**src/rtl/binw_delay_line.sv**
```systemverilog
module binw_delay_line #(
  parameter int DATA_W = 8,
  parameter int SEL_W  = 6
) (
  input  logic              clk,
  input  logic              rst,
  input  logic              en,
  input  logic [DATA_W-1:0] din,
  input  logic [SEL_W-1:0]  sel,
  output logic [DATA_W-1:0] dout
);

  logic [DATA_W-1:0] tap [SEL_W+1];

  assign tap[SEL_W] = din;

  for (genvar i = 0; i < SEL_W; i++) begin : g_seg
    localparam int LEN = 1 << i;
    logic [DATA_W-1:0] sr [LEN];

    always_ff @(posedge clk) begin
      if (rst) begin
        for (int k = 0; k < LEN; k++) sr[k] <= '0;
      end else if (en) begin
        sr[0] <= tap[i+1];
        for (int k = 1; k < LEN; k++) sr[k] <= sr[k-1];
      end
    end

    assign tap[i] = sel[i] ? sr[LEN-1] : tap[i+1];
  end

  assign dout = tap[0];

endmodule


```
**config.mk**
```make
export PLATFORM = sky130hd
export DESIGN_NAME = binw_delay_line
export DESIGN_NICKNAME = d
export VERILOG_FILES = /design/src/rtl/binw_delay_line.sv
export SDC_FILE = /design/constraint.sdc
export NUM_CORES = 1
export LEC_CHECK = 0
export BUFFER_PORTS_ARGS = -buffer_cell sky130_fd_sc_hd__buf_4
export CAP_MARGIN = 15
export CORE_MARGIN = 4
export CORE_UTILIZATION = 23
export DETAILED_ROUTE_END_ITERATION = 6
export GPL_TIMING_DRIVEN = 1
export SYNTH_ARGS = -nofsm -noshare
export SYNTH_HDL_FRONTEND = slang
export SYNTH_SLANG_ARGS = --single-unit
```
**constraint.sdc**
```tcl
create_clock -name clk -period 7.7 [get_ports clk]
set_clock_uncertainty 0.05 [all_clocks]
set_input_delay 0.77 -clock clk [delete_from_list [all_inputs] [get_ports clk]]
set_output_delay 0.77 -clock clk [all_outputs]
set_load 0.005 [all_outputs]
```
==> results.txt, run 1 <==
----------------------------------------------------
[CTS]
  Clock slew at the register clock pins of the worst setup and hold paths ... 60 ps
  Number of hold buffers added after CTS ... 0
  Insertion delay of the later-clocked pin in the worst-skew pair ... 590 ps
  TritonCTS clock tree ... built
  Cell chosen for the clock root ... sky130_fd_sc_hd__clkbuf_16
  Number of setup buffers added after CTS ... 0
  TritonCTS Buffers ... 51
  Number of sinks handled by clock tree synthesis ... 504
  H-tree Lvls ... 2
  Post-cts repair resize count ... 0
  Maximum count of clock buffers along a single path ... 3

[Worst setup path]
  Flop2flop setup slack ... 6220 ps
  Critical Path Source ... sel[4]
  Reg2reg end ... g_seg[0].sr[0][1]
  Setup crit end kind ... output port
  Highest fanout seen on the critical path ... 25
  Startpoint kind of the worst setup timing path ... input pin
  Critical Setup Path Class ... input pin to output port
  Worst endpoint required time ... 6880 ps
  Endpoint of the most critical setup path ... dout[6]
  Startpoint of the worst-slack reg-to-reg timing path ... g_seg[3].sr[1][25]
  R2R depth ... 3
  Worst Path Arrival ... 2170 ps

[Logic synthesis]
  Synth area leader ... sky130_fd_sc_hd__edfxtp_1
  Number of synthesis warnings ... 0
  Top_reg_cell synth ... sky130_fd_sc_hd__edfxtp_1
  Synthesized Nets ... 1206
  Area of the mapped netlist ... 19400 um^2
  Share of flip-flops with an asynchronous set or reset after synthesis ... 0
  Number of library cell types mapped by synthesis ... 31
  Synth top area share ... 0.779
  Avg Synthesized Cell Area ... 16.3 um^2
  Post-synthesis sequential area ratio ... 0.779
  Commonest cells in the synthesized netlist ... 504 x sky130_fd_sc_hd__edfxtp_1, 296 x sky130_fd_sc_hd__and2_1, 153 x sky130_fd_sc_hd__nor2b_1
  Cells after Synth ... 1189
  FF+latch count, synth ... 504
  Number of enable-type register cells in the synthesized netlist ... 504
  Area contributors post-synth ... sky130_fd_sc_hd__edfxtp_1 78%, sky130_fd_sc_hd__and2_1 9.5%, sky130_fd_sc_hd__nor2b_1 4.9%
  Cell with the most instances after synthesis ... sky130_fd_sc_hd__edfxtp_1

[Die]
  Width of the die ... 299 um
  Die outline area ... 89200 um^2
  Initial core utilization ... 0.232
  Number of rows in the core area ... 106
  Overall die height ... 299 um
  Core footprint ... 83700 um^2
  Top-Level Pins ... 25

[Layout]
  Reg with most FFs ... g_seg.sr
  Share of final-layout standard cells stronger than drive strength 1 ... 0.103
  Number of flip-flops in the largest register ... 504
  Largest registers ranked by flip-flop count ... g_seg.sr x504
  Final design area excluding fillers ... 22300 um^2
  Fin util ... 0.266
  Area Growth Syn to Fin ... 14.8%
  Antenna diode count ... 0
  Layout Nets ... 1217

[Status]
  Outcome ... complete, no violations

[Route]
  Via-to-Cell Ratio ... 3.71
  Post-route DRC violation count ... 0
  Via count ... 8806
  Final antenna-violating net count ... 0
  Initial DRT Pass Iterations ... 5
  DRT iter0 DRCs ... 746
  Post-Route WL ... 29500 um
  Detail-routed net length per standard cell ... 12.4 um

[Pwr]
  Highest ir drop seen on vdd ... 0.159 mV
  Leakage ... 8.11 nW
  PwrDens ... 262 nW/um^2
  Total Power Consumption ... 5.84 mW

[GRT]
  Global-route wire length before repair ... 47300 um
  Antenna violations before repair ... 6
  Number of global-route vias before repair ... 8757
  Overall fraction of global-route tracks in use ... 0.0646
  Pin count of the biggest net entering global routing ... 199
  Grt total ovfl ... 0

[STA]
  Slew headroom ... 0.302
  Total of endpoints with negative setup slack in the final report ... 0
  Transition time at the pin with the least slew margin ... 1050 ps
  Final hold viol count ... 0
  Post-route setup TNS ... 0 ps
  Fin crit share ... 0.389
  Min Tclk post-route ... 2990 ps
  Max Fclk ... 334 MHz
  Hold slack final ... 439 ps
  RSZ-0062 raised after global routing ... no
  Slew Viols, Final ... 0

[Placement]
  Final HPWL from detailed placement ... 15600 um
  Area of placed instances ... 20700 um^2
  Gpl congestion ... 0.724
  Number of buffers inserted by port buffering ... 24

[Job]
  MaxCap Viol Count ... 0

[Hold path]
  Hold WC Path Type ... input pin to register

----------------------------------------------------
## worst max-delay path, stage by stage
cell	delay [ps]
sky130_fd_sc_hd__buf_4	220
sky130_fd_sc_hd__or3_1	480
sky130_fd_sc_hd__o22ai_2	150
sky130_fd_sc_hd__o31ai_1	370
sky130_fd_sc_hd__buf_4	180
## per-layer routing
| metal | vias to the layer above | global-route usage | part of all wire |
|---|---|---|---|
| li1 | 4209 | - | - |
| met1 | 4394 | 0.0916 | 0.49 |
| met2 | 147 | 0.0959 | 0.44 |
| met3 | 56 | 0.0175 | 0.051 |
| met4 | 0 | 0.0209 | 0.022 |
| met5 | - | 0 | 0 |
## placed cells by master (no fill, tap or decap), types with 9 or more instances in the layout
cell type / count
sky130_fd_sc_hd__and2b_1: 23
sky130_fd_sc_hd__nand2_1: 24
sky130_fd_sc_hd__nor2b_1: 153
sky130_fd_sc_hd__nand2b_1: 11
sky130_fd_sc_hd__and2_1: 296
sky130_fd_sc_hd__edfxtp_1: 504
sky130_fd_sc_hd__clkbuf_1: 12
sky130_fd_sc_hd__clkinv_2: 12
sky130_fd_sc_hd__buf_4: 32
sky130_fd_sc_hd__clkinv_1: 9
sky130_fd_sc_hd__clkbuf_16: 51
## power breakdown
group	total, mW	switching [mW]	internal [mW]
sequential	3.26	0.0416	3.22
combinational	0.243	0.156	0.0877
clock	2.34	1.01	1.32
## through the flow
stage	setup slack, ps	std cells
floorplan	2100	1189
global placement	4210	2281
detailed placement	4140	2281
CTS	4710	2373
global route	4570	2373
finish	4710	2373
## cell families after synthesis
group / count (synthesis) / synth area share
AND/OR/NAND/NOR: 535 / 0.170
flip-flops: 504 / 0.779
buffers and inverters: 78 / 0.0207
AO/OA/AOI/OAI: 64 / 0.0258
multiplexers: 8 / 0.00464
## cell type report
type,count,area (um^2)
clock buffers,63,1320
clock inverters,29,246
fillers,8441,61400
inverters,2,7.51
multi-input cells,607,3900
flip-flops and latches,504,15100
well taps,1134,1420
repair buffers,34,272
## worst min-delay path by stage
stage                                 start                  to  slack (ps)  cells past startpoint
after detailed placement  g_seg[5].sr[2][7]  g_seg[5].sr[2][15]         450                      1
final                                din[0]   g_seg[5].sr[0][0]         440                      2
after floorplan           g_seg[1].sr[0][2]  g_seg[1].sr[0][10]         450                      1
after global placement    g_seg[5].sr[5][8]   g_seg[5].sr[6][0]         450                      1
after CTS                            din[0]   g_seg[5].sr[0][0]         390                      2
after global routing                 din[0]   g_seg[5].sr[0][0]         410                      2
Power figures use the tool's default switching activity.
==> run 2: changes to the inputs <==
==> constraint.sdc (replaced) <==
create_clock -name clk -period 3.1 [get_ports clk]
set_clock_uncertainty 0.05 [all_clocks]
set_input_delay 0.31 -clock clk [delete_from_list [all_inputs] [get_ports clk]]
set_output_delay 0.31 -clock clk [all_outputs]
set_load 0.005 [all_outputs]
==> run 2 against run 1 <==
Clock power increased by 140%. Power up 150%. Setup slack got worse by 4000 ps. Die area is the same. Clock-buffer cell count grew 2. Global-route usage increased by 0.093 points. First-iteration DRC count shrank 0.94%. Sequential share of layout area is 0.58 points lower.
==> results.txt, run 2 (synthesis gave the netlist of run 1 again) <==
----------------------------------------------------
[Status]
  Outcome ... complete, no violations

[Layout]
  Largest registers ranked by flip-flop count ... g_seg.sr x504
  Fillers ... 8433
  Number of flip-flops in the largest register ... 504
  Footprint of the multi-input gates ... 3900 um^2
  Reg with most FFs ... g_seg.sr
  Area used by sequential logic in the layout ... 15100 um^2
  Layout Nets ... 1232
  Final design area excluding fillers ... 22500 um^2
  Area Growth Syn to Fin ... 15.8%
  Most frequent standard cell in the layout excluding fill and tap cells ... sky130_fd_sc_hd__edfxtp_1
  Most frequent cells in the layout ... 504 x sky130_fd_sc_hd__edfxtp_1, 296 x sky130_fd_sc_hd__and2_1, 153 x sky130_fd_sc_hd__nor2b_1
  Share of final-layout standard cells stronger than drive strength 1 ... 0.101
  Post-Layout Cell Count ... 2389

[Route]
  Via-to-Cell Ratio ... 3.69
  Via count ... 8818
  Final antenna-violating net count ... 0
  Post-route DRC violation count ... 0
  Detail-routed net length per standard cell ... 12.3 um
  Post-Route WL ... 29300 um
  DRT iter0 DRCs ... 739
  Initial DRT Pass Iterations ... 4

[Die]
  Top-Level Pins ... 25
  Initial core utilization ... 0.232
  Overall die height ... 299 um
  Die outline area ... 89200 um^2
  Number of rows in the core area ... 106
  Width of the die ... 299 um
  Core footprint ... 83700 um^2

[GRT]
  Antenna violations before repair ... 4
  Number of global-route vias before repair ... 8903
  Met1 usage in global routing ... 0.0922
  Met2 demand-to-capacity share in global routing ... 0.0994
  Pin count of the biggest net entering global routing ... 101
  Met3 capacity usage during global routing ... 0.0165
  Overall fraction of global-route tracks in use ... 0.0655
  Global-route wire length before repair ... 48500 um
  Grt total ovfl ... 0
  Gr busiest metal ... met2

[Worst setup path]
  Critical path buffers and inverters ... 3
  Worst path most repeated cell ... sky130_fd_sc_hd__buf_4
  Critical Setup Path Class ... input pin to output port
  Crit path largest cell delay ... 530 ps
  Critical path cell sequence ... dlygate4sd3_1 > buf_4 > mux2_2 > o22ai_2 > o31ai_1 > buf_4
  Startpoint kind of the worst setup timing path ... input pin
  Setup crit end kind ... output port
  Highest fanout seen on the critical path ... 4
  Critical Path Slowest Stage Cell ... sky130_fd_sc_hd__dlygate4sd3_1
  Worst endpoint required time ... 2740 ps
  Worst Path Arrival ... 2020 ps
  Kind of cell adding the most delay to the critical path ... buffers and inverters

[Placement]
  Setup slack after placement ... 848 ps
  Number of buffers inserted by port buffering ... 24
  Post-Place Cells ... 2289
  Area of placed instances ... 20900 um^2
  Final HPWL from detailed placement ... 16000 um
  Gpl congestion ... 0.744

[STA]
  Worst setup slack after layout ... 718 ps
  Transition time at the pin with the least slew margin ... 617 ps
  Fin crit share ... 0.768
  Max Fclk ... 420 MHz
  Total of endpoints with negative setup slack in the final report ... 0
  Final hold viol count ... 0
  Slew Viols, Final ... 0
  Slew headroom ... 0.588
  Post-route setup TNS ... 0 ps
  RSZ-0062 raised after global routing ... no
  Min Tclk post-route ... 2380 ps

[CTS]
  Cell chosen for the clock root ... sky130_fd_sc_hd__clkbuf_16
  Insertion delay of the later-clocked pin in the worst-skew pair ... 580 ps
  Post-cts repair resize count ... 0
  Number of setup buffers added after CTS ... 0
  TritonCTS clock tree ... built
  Maximum count of clock buffers along a single path ... 3
  H-tree Lvls ... 2
  Number of sinks handled by clock tree synthesis ... 504
  TritonCTS Buffers ... 50
  Clock slew at the register clock pins of the worst setup and hold paths ... 60 ps
  Number of hold buffers added after CTS ... 8

[Hold path]
  Hold WC Path Type ... input pin to register

[Pwr]
  Switching share of power ... 0.208
  Total Power Consumption ... 14.5 mW
  Internal power contribution ... 11.4 mW
  Portion of total power attributed to sequential cells ... 0.560
  Leakage ... 8.19 nW
  PwrDens ... 643 nW/um^2
  Share of power burned in combinational logic ... 0.044
  Highest ir drop seen on vdd ... 0.439 mV
  Part of the total power dissipated in the clock network ... 0.396
  Psw ... 3.01 mW

[Job]
  MaxCap Viol Count ... 0

----------------------------------------------------
==> run 2: cell count changes in the layout (fill, tap and decap cells not counted), moves of 2 or more <==
cell	previous run	this run
sky130_fd_sc_hd__dlygate4sd3_1	0	8
sky130_fd_sc_hd__buf_12	1	7
sky130_fd_sc_hd__clkbuf_1	12	14
sky130_fd_sc_hd__diode_2	0	2
sky130_fd_sc_hd__clkinv_2	12	4
sky130_fd_sc_hd__buf_4	32	34
sky130_fd_sc_hd__clkinv_1	9	14
==> run 2: path summary, 6_finish.rpt <==
kind	from	end	slack (ps)	cells past startpoint
max	din[6]	dout[6]	720	6
min	sel[3]	g_seg[2].sr[0][2]	160	3
max reg2reg	g_seg[5].sr[15][8]	g_seg[0].sr[0][0]	1630	3
min reg2reg	g_seg[4].sr[0][61]	g_seg[4].sr[1][5]	460	1
==> run 2: tightest hold or removal path, stage by stage <==
cell	delay [ps]
sky130_fd_sc_hd__buf_4	170
sky130_fd_sc_hd__nand2_1	70
sky130_fd_sc_hd__a21oi_1	70
==> run 2: through the flow <==
step / hold slack [ps] / util
floorplan: 447 / -
global placement: 449 / 0.249
detailed placement: 451 / 0.249
CTS: 114 / 0.269
global route: 153 / 0.269
finish: 158 / 0.269
==> run 2: layout make-up <==
type | instances | share of cell area
Sequential cell | 504 | 0.673
Timing Repair Buffer | 50 | 0.0216
Antenna cell | 2 | 0.000223
Inverter | 2 | 0.000334
Tap cell | 1134 | 0.0631
Multi-Input combinational cell | 607 | 0.173
Clock buffer | 65 | 0.0591
Clock inverter | 25 | 0.00935
==> run 2: power groups by stage <==
stage	clock network [mW]	logic [mW]	registers (mW)
finish	5.72	0.636	8.10
global route	6.20	0.713	8.14
CTS	5.90	0.655	8.10
detailed placement	0	0.641	8.24
global placement	0	0.625	8.23
floorplan	0	0.463	8.23
==> run 2: routing by layer <==
layer | part of all wire | routed length [um]
met1 | 0.48 | 14200
met2 | 0.44 | 13000
met3 | 0.050 | 1470
met5 | 0 | 0
met4 | 0.021 | 614
==> run 3: changes to the inputs <==
--- a/config.mk
+++ b/config.mk
@@ -5,6 +5,7 @@
 export SDC_FILE = /design/constraint.sdc
 export NUM_CORES = 1
 export LEC_CHECK = 0
+export ABC_AREA = 1
 export BUFFER_PORTS_ARGS = -buffer_cell sky130_fd_sc_hd__buf_4
 export CAP_MARGIN = 15
 export CORE_MARGIN = 4
==> constraint.sdc (replaced) <==
create_clock -name clk -period 2.4 [get_ports clk]
set_clock_uncertainty 0.05 [all_clocks]
set_input_delay 0.24 -clock clk [delete_from_list [all_inputs] [get_ports clk]]
set_output_delay 0.24 -clock clk [all_outputs]
set_load 0.005 [all_outputs]
==> run 3 against run 2 <==
Hold slack got worse by 110 ps. Sequential cell count unchanged. Sequential power increased by 30%. Global-route usage decreased by 0.077 points. Highest routed layer is now met5.
==> results.txt, run 3 <==
----------------------------------------------------
[Route]
  Total met3 wirelength after detailed routing ... 1400 um
  Post-Route WL ... 29400 um
  DRT iter0 DRCs ... 873
  Wire length on met1 ... 14800 um
  Via-to-Cell Ratio ... 3.47
  Final antenna-violating net count ... 0
  Initial DRT Pass Iterations ... 5
  Metal2 WL ... 12500 um
  Highest metal used ... met5
  Detail-routed net length per standard cell ... 10.1 um
  Post-route DRC violation count ... 0
  Via count ... 10119

[STA]
  Fin crit share ... 0.882
  Total of endpoints with negative setup slack in the final report ... 0
  Post-route setup TNS ... 0 ps
  Transition time at the pin with the least slew margin ... 685 ps
  Worst setup slack after layout ... 284 ps
  Slew headroom ... 0.544
  Min Tclk post-route ... 2120 ps
  Slew Viols, Final ... 0
  Final hold viol count ... 0
  Hold slack final ... 43.4 ps
  RSZ-0062 raised after global routing ... no
  Max Fclk ... 472 MHz

[CTS]
  H-tree Lvls ... 2
  Clock slew at the register clock pins of the worst setup and hold paths ... 60 ps
  TritonCTS clock tree ... built
  TritonCTS Buffers ... 49
  Cell chosen for the clock root ... sky130_fd_sc_hd__clkbuf_16
  Insertion delay of the later-clocked pin in the worst-skew pair ... 580 ps
  Number of sinks handled by clock tree synthesis ... 504
  Maximum count of clock buffers along a single path ... 3

[Logic synthesis]
  Avg Synthesized Cell Area ... 11.9 um^2
  Share of flip-flops with an asynchronous set or reset after synthesis ... 0
  Compound-Gate Fraction of Synth Area ... 0.00399
  Adder-cell share of the synthesized area ... 0
  Cell with the most instances after synthesis ... sky130_fd_sc_hd__edfxtp_1
  Synth top area share ... 0.753
  Commonest cells in the synthesized netlist ... 504 x sky130_fd_sc_hd__edfxtp_1, 482 x sky130_fd_sc_hd__nor2_1, 474 x sky130_fd_sc_hd__inv_1
  Synth area leader ... sky130_fd_sc_hd__edfxtp_1
  Synthesized Nets ... 1704
  Number of synthesis warnings ... 0
  FF+latch count, synth ... 504
  Area contributors post-synth ... sky130_fd_sc_hd__edfxtp_1 75%, sky130_fd_sc_hd__nor2_1 9.0%, sky130_fd_sc_hd__inv_1 8.9%
  Post-synthesis sequential area ratio ... 0.753
  Largest family of logic cells by synthesized area ... simple AND/OR/NAND/NOR gates
  Mux share of post-synthesis cell area ... 0
  Cells after Synth ... 1687
  Number of enable-type register cells in the synthesized netlist ... 504
  Number of library cell types mapped by synthesis ... 21
  Post-synthesis share of cell area spent on and, or, nand and nor gates ... 0.131
  Synth Area in XOR/XNOR ... 0
  Area of the mapped netlist ... 20100 um^2
  Top_reg_cell synth ... sky130_fd_sc_hd__edfxtp_1

[Layout]
  Share of final-layout standard cells stronger than drive strength 1 ... 0.102
  Most frequent standard cell in the layout excluding fill and tap cells ... sky130_fd_sc_hd__edfxtp_1
  Number of flip-flops in the largest register ... 504
  Largest registers ranked by flip-flop count ... g_seg.sr x504
  Area Growth Syn to Fin ... 15.4%
  Reg with most FFs ... g_seg.sr
  Layout Nets ... 1740
  Fillers ... 8984
  Most frequent cells in the layout ... 504 x sky130_fd_sc_hd__edfxtp_1, 482 x sky130_fd_sc_hd__nor2_1, 474 x sky130_fd_sc_hd__inv_1
  Antenna diode count ... 0
  Final design area excluding fillers ... 23200 um^2

[Worst setup path]
  Critical Setup Path Class ... register to output port
  Highest fanout seen on the critical path ... 2
  Worst endpoint required time ... 2110 ps
  Startpoint kind of the worst setup timing path ... register
  Worst Path Arrival ... 1830 ps
  Setup crit end kind ... output port
  R2R depth ... 8

[Die]
  Overall die height ... 304 um
  Width of the die ... 304 um
  Core footprint ... 86800 um^2
  Die outline area ... 92100 um^2
  Top-Level Pins ... 25
  Number of rows in the core area ... 108
  Initial core utilization ... 0.232

[Pwr]
  Leakage ... 9.23 nW
  Total Power Consumption ... 18.5 mW
  Highest ir drop seen on vdd ... 0.483 mV
  PwrDens ... 798 nW/um^2

[Status]
  Outcome ... complete, no violations

[Placement]
  Area of placed instances ... 21700 um^2
  Gpl congestion ... 0.675
  Final HPWL from detailed placement ... 16600 um
  Number of buffers inserted by port buffering ... 24
  Setup slack after placement ... 579 ps

[Job]
  MaxCap Viol Count ... 0

[GRT]
  Number of global-route vias before repair ... 9542
  Global-route wire length before repair ... 49000 um
  Pin count of the biggest net entering global routing ... 149
  Antenna violations before repair ... 1
  Overall fraction of global-route tracks in use ... 0.0647
  Grt total ovfl ... 0

[Hold path]
  Hold Path Cell Cnt ... 3
  Hold WC Path Type ... input pin to register

----------------------------------------------------
## run 3: changes by cell type after synthesis, moves of 11 or more
cell                       change
sky130_fd_sc_hd__clkbuf_2     -24
sky130_fd_sc_hd__or2_2        +13
sky130_fd_sc_hd__nand2b_1     -11
sky130_fd_sc_hd__and2b_1      -23
sky130_fd_sc_hd__nand2_1      +40
sky130_fd_sc_hd__nor2b_1     -153
sky130_fd_sc_hd__and2_1      -296
sky130_fd_sc_hd__clkbuf_1     -23
sky130_fd_sc_hd__nor2_1      +474
sky130_fd_sc_hd__inv_1       +473
sky130_fd_sc_hd__nand3_2      +32
sky130_fd_sc_hd__buf_2        +38
## run 3: worst max-delay path: stages, from the launching register on
cell and delay (ps):
sky130_fd_sc_hd__edfxtp_1 370, sky130_fd_sc_hd__inv_1 70, sky130_fd_sc_hd__nand2_1 80, sky130_fd_sc_hd__nand3_2 120
sky130_fd_sc_hd__nand3_2 120, sky130_fd_sc_hd__nand3_2 130, sky130_fd_sc_hd__nand3_2 70, sky130_fd_sc_hd__nand3_1 100
sky130_fd_sc_hd__nand2_1 50, sky130_fd_sc_hd__buf_4 130
## run 3: worst paths after layout
check                             to                from  slack (ps)
setup / recovery             dout[1]  g_seg[5].sr[15][9]         280
hold / removal     g_seg[5].sr[0][2]              din[2]          40
setup reg to reg   g_seg[0].sr[0][0]  g_seg[5].sr[15][8]         980
hold reg to reg   g_seg[4].sr[1][50]  g_seg[4].sr[1][42]         460
## run 3: report_power, final
part,internal (mW),total [mW],switching [mW]
sequential,10.3,10.5,0.143
combinational,0.305,0.971,0.667
clock,3.87,7.04,3.17
total,14.5,18.5,3.98
## run 3: kinds of logic (layout without fill, tap and decap cells)
logic type / count (synthesis) / after routing
simple gates: 618 / 618
buf+inv: 549 / 619
compound gates: 16 / 16
flops: 504 / 504
## run 3: through the flow
| step | utilization | cells |
|---|---|---|
| CTS | 0.267 | 2912 |
| finish | 0.267 | 2912 |
| detailed placement | 0.250 | 2824 |
| global route | 0.267 | 2912 |
| global placement | 0.250 | 2824 |
| floorplan | - | 1687 |
## run 3: repair_timing
item | CTS | global route
gates resized for setup | 0 | 0
hold buffers | 3 | 0
setup buffers | 0 | 0
endpoints found under the hold margin | 13 | 0
## run 3: layer usage
metal	track usage	up-vias
met4	0.0196	2
met1	0.0952	4737
met3	0.0156	49
li1	-	5217
met2	0.0942	114
met5	0	-
## run 3: area by class of cell
| type | instances | area [um^2] | share of cell area |
|---|---|---|---|
| flip-flops and latches | 504 | 15100 | 0.653 |
| inverters | 479 | 1810 | 0.0782 |
| repair buffers | 55 | 612 | 0.0264 |
| clock inverters | 23 | 169 | 0.00729 |
| well taps | 1155 | 1450 | 0.0623 |
| multi-input cells | 634 | 2730 | 0.118 |
| clock buffers | 62 | 1270 | 0.0550 |
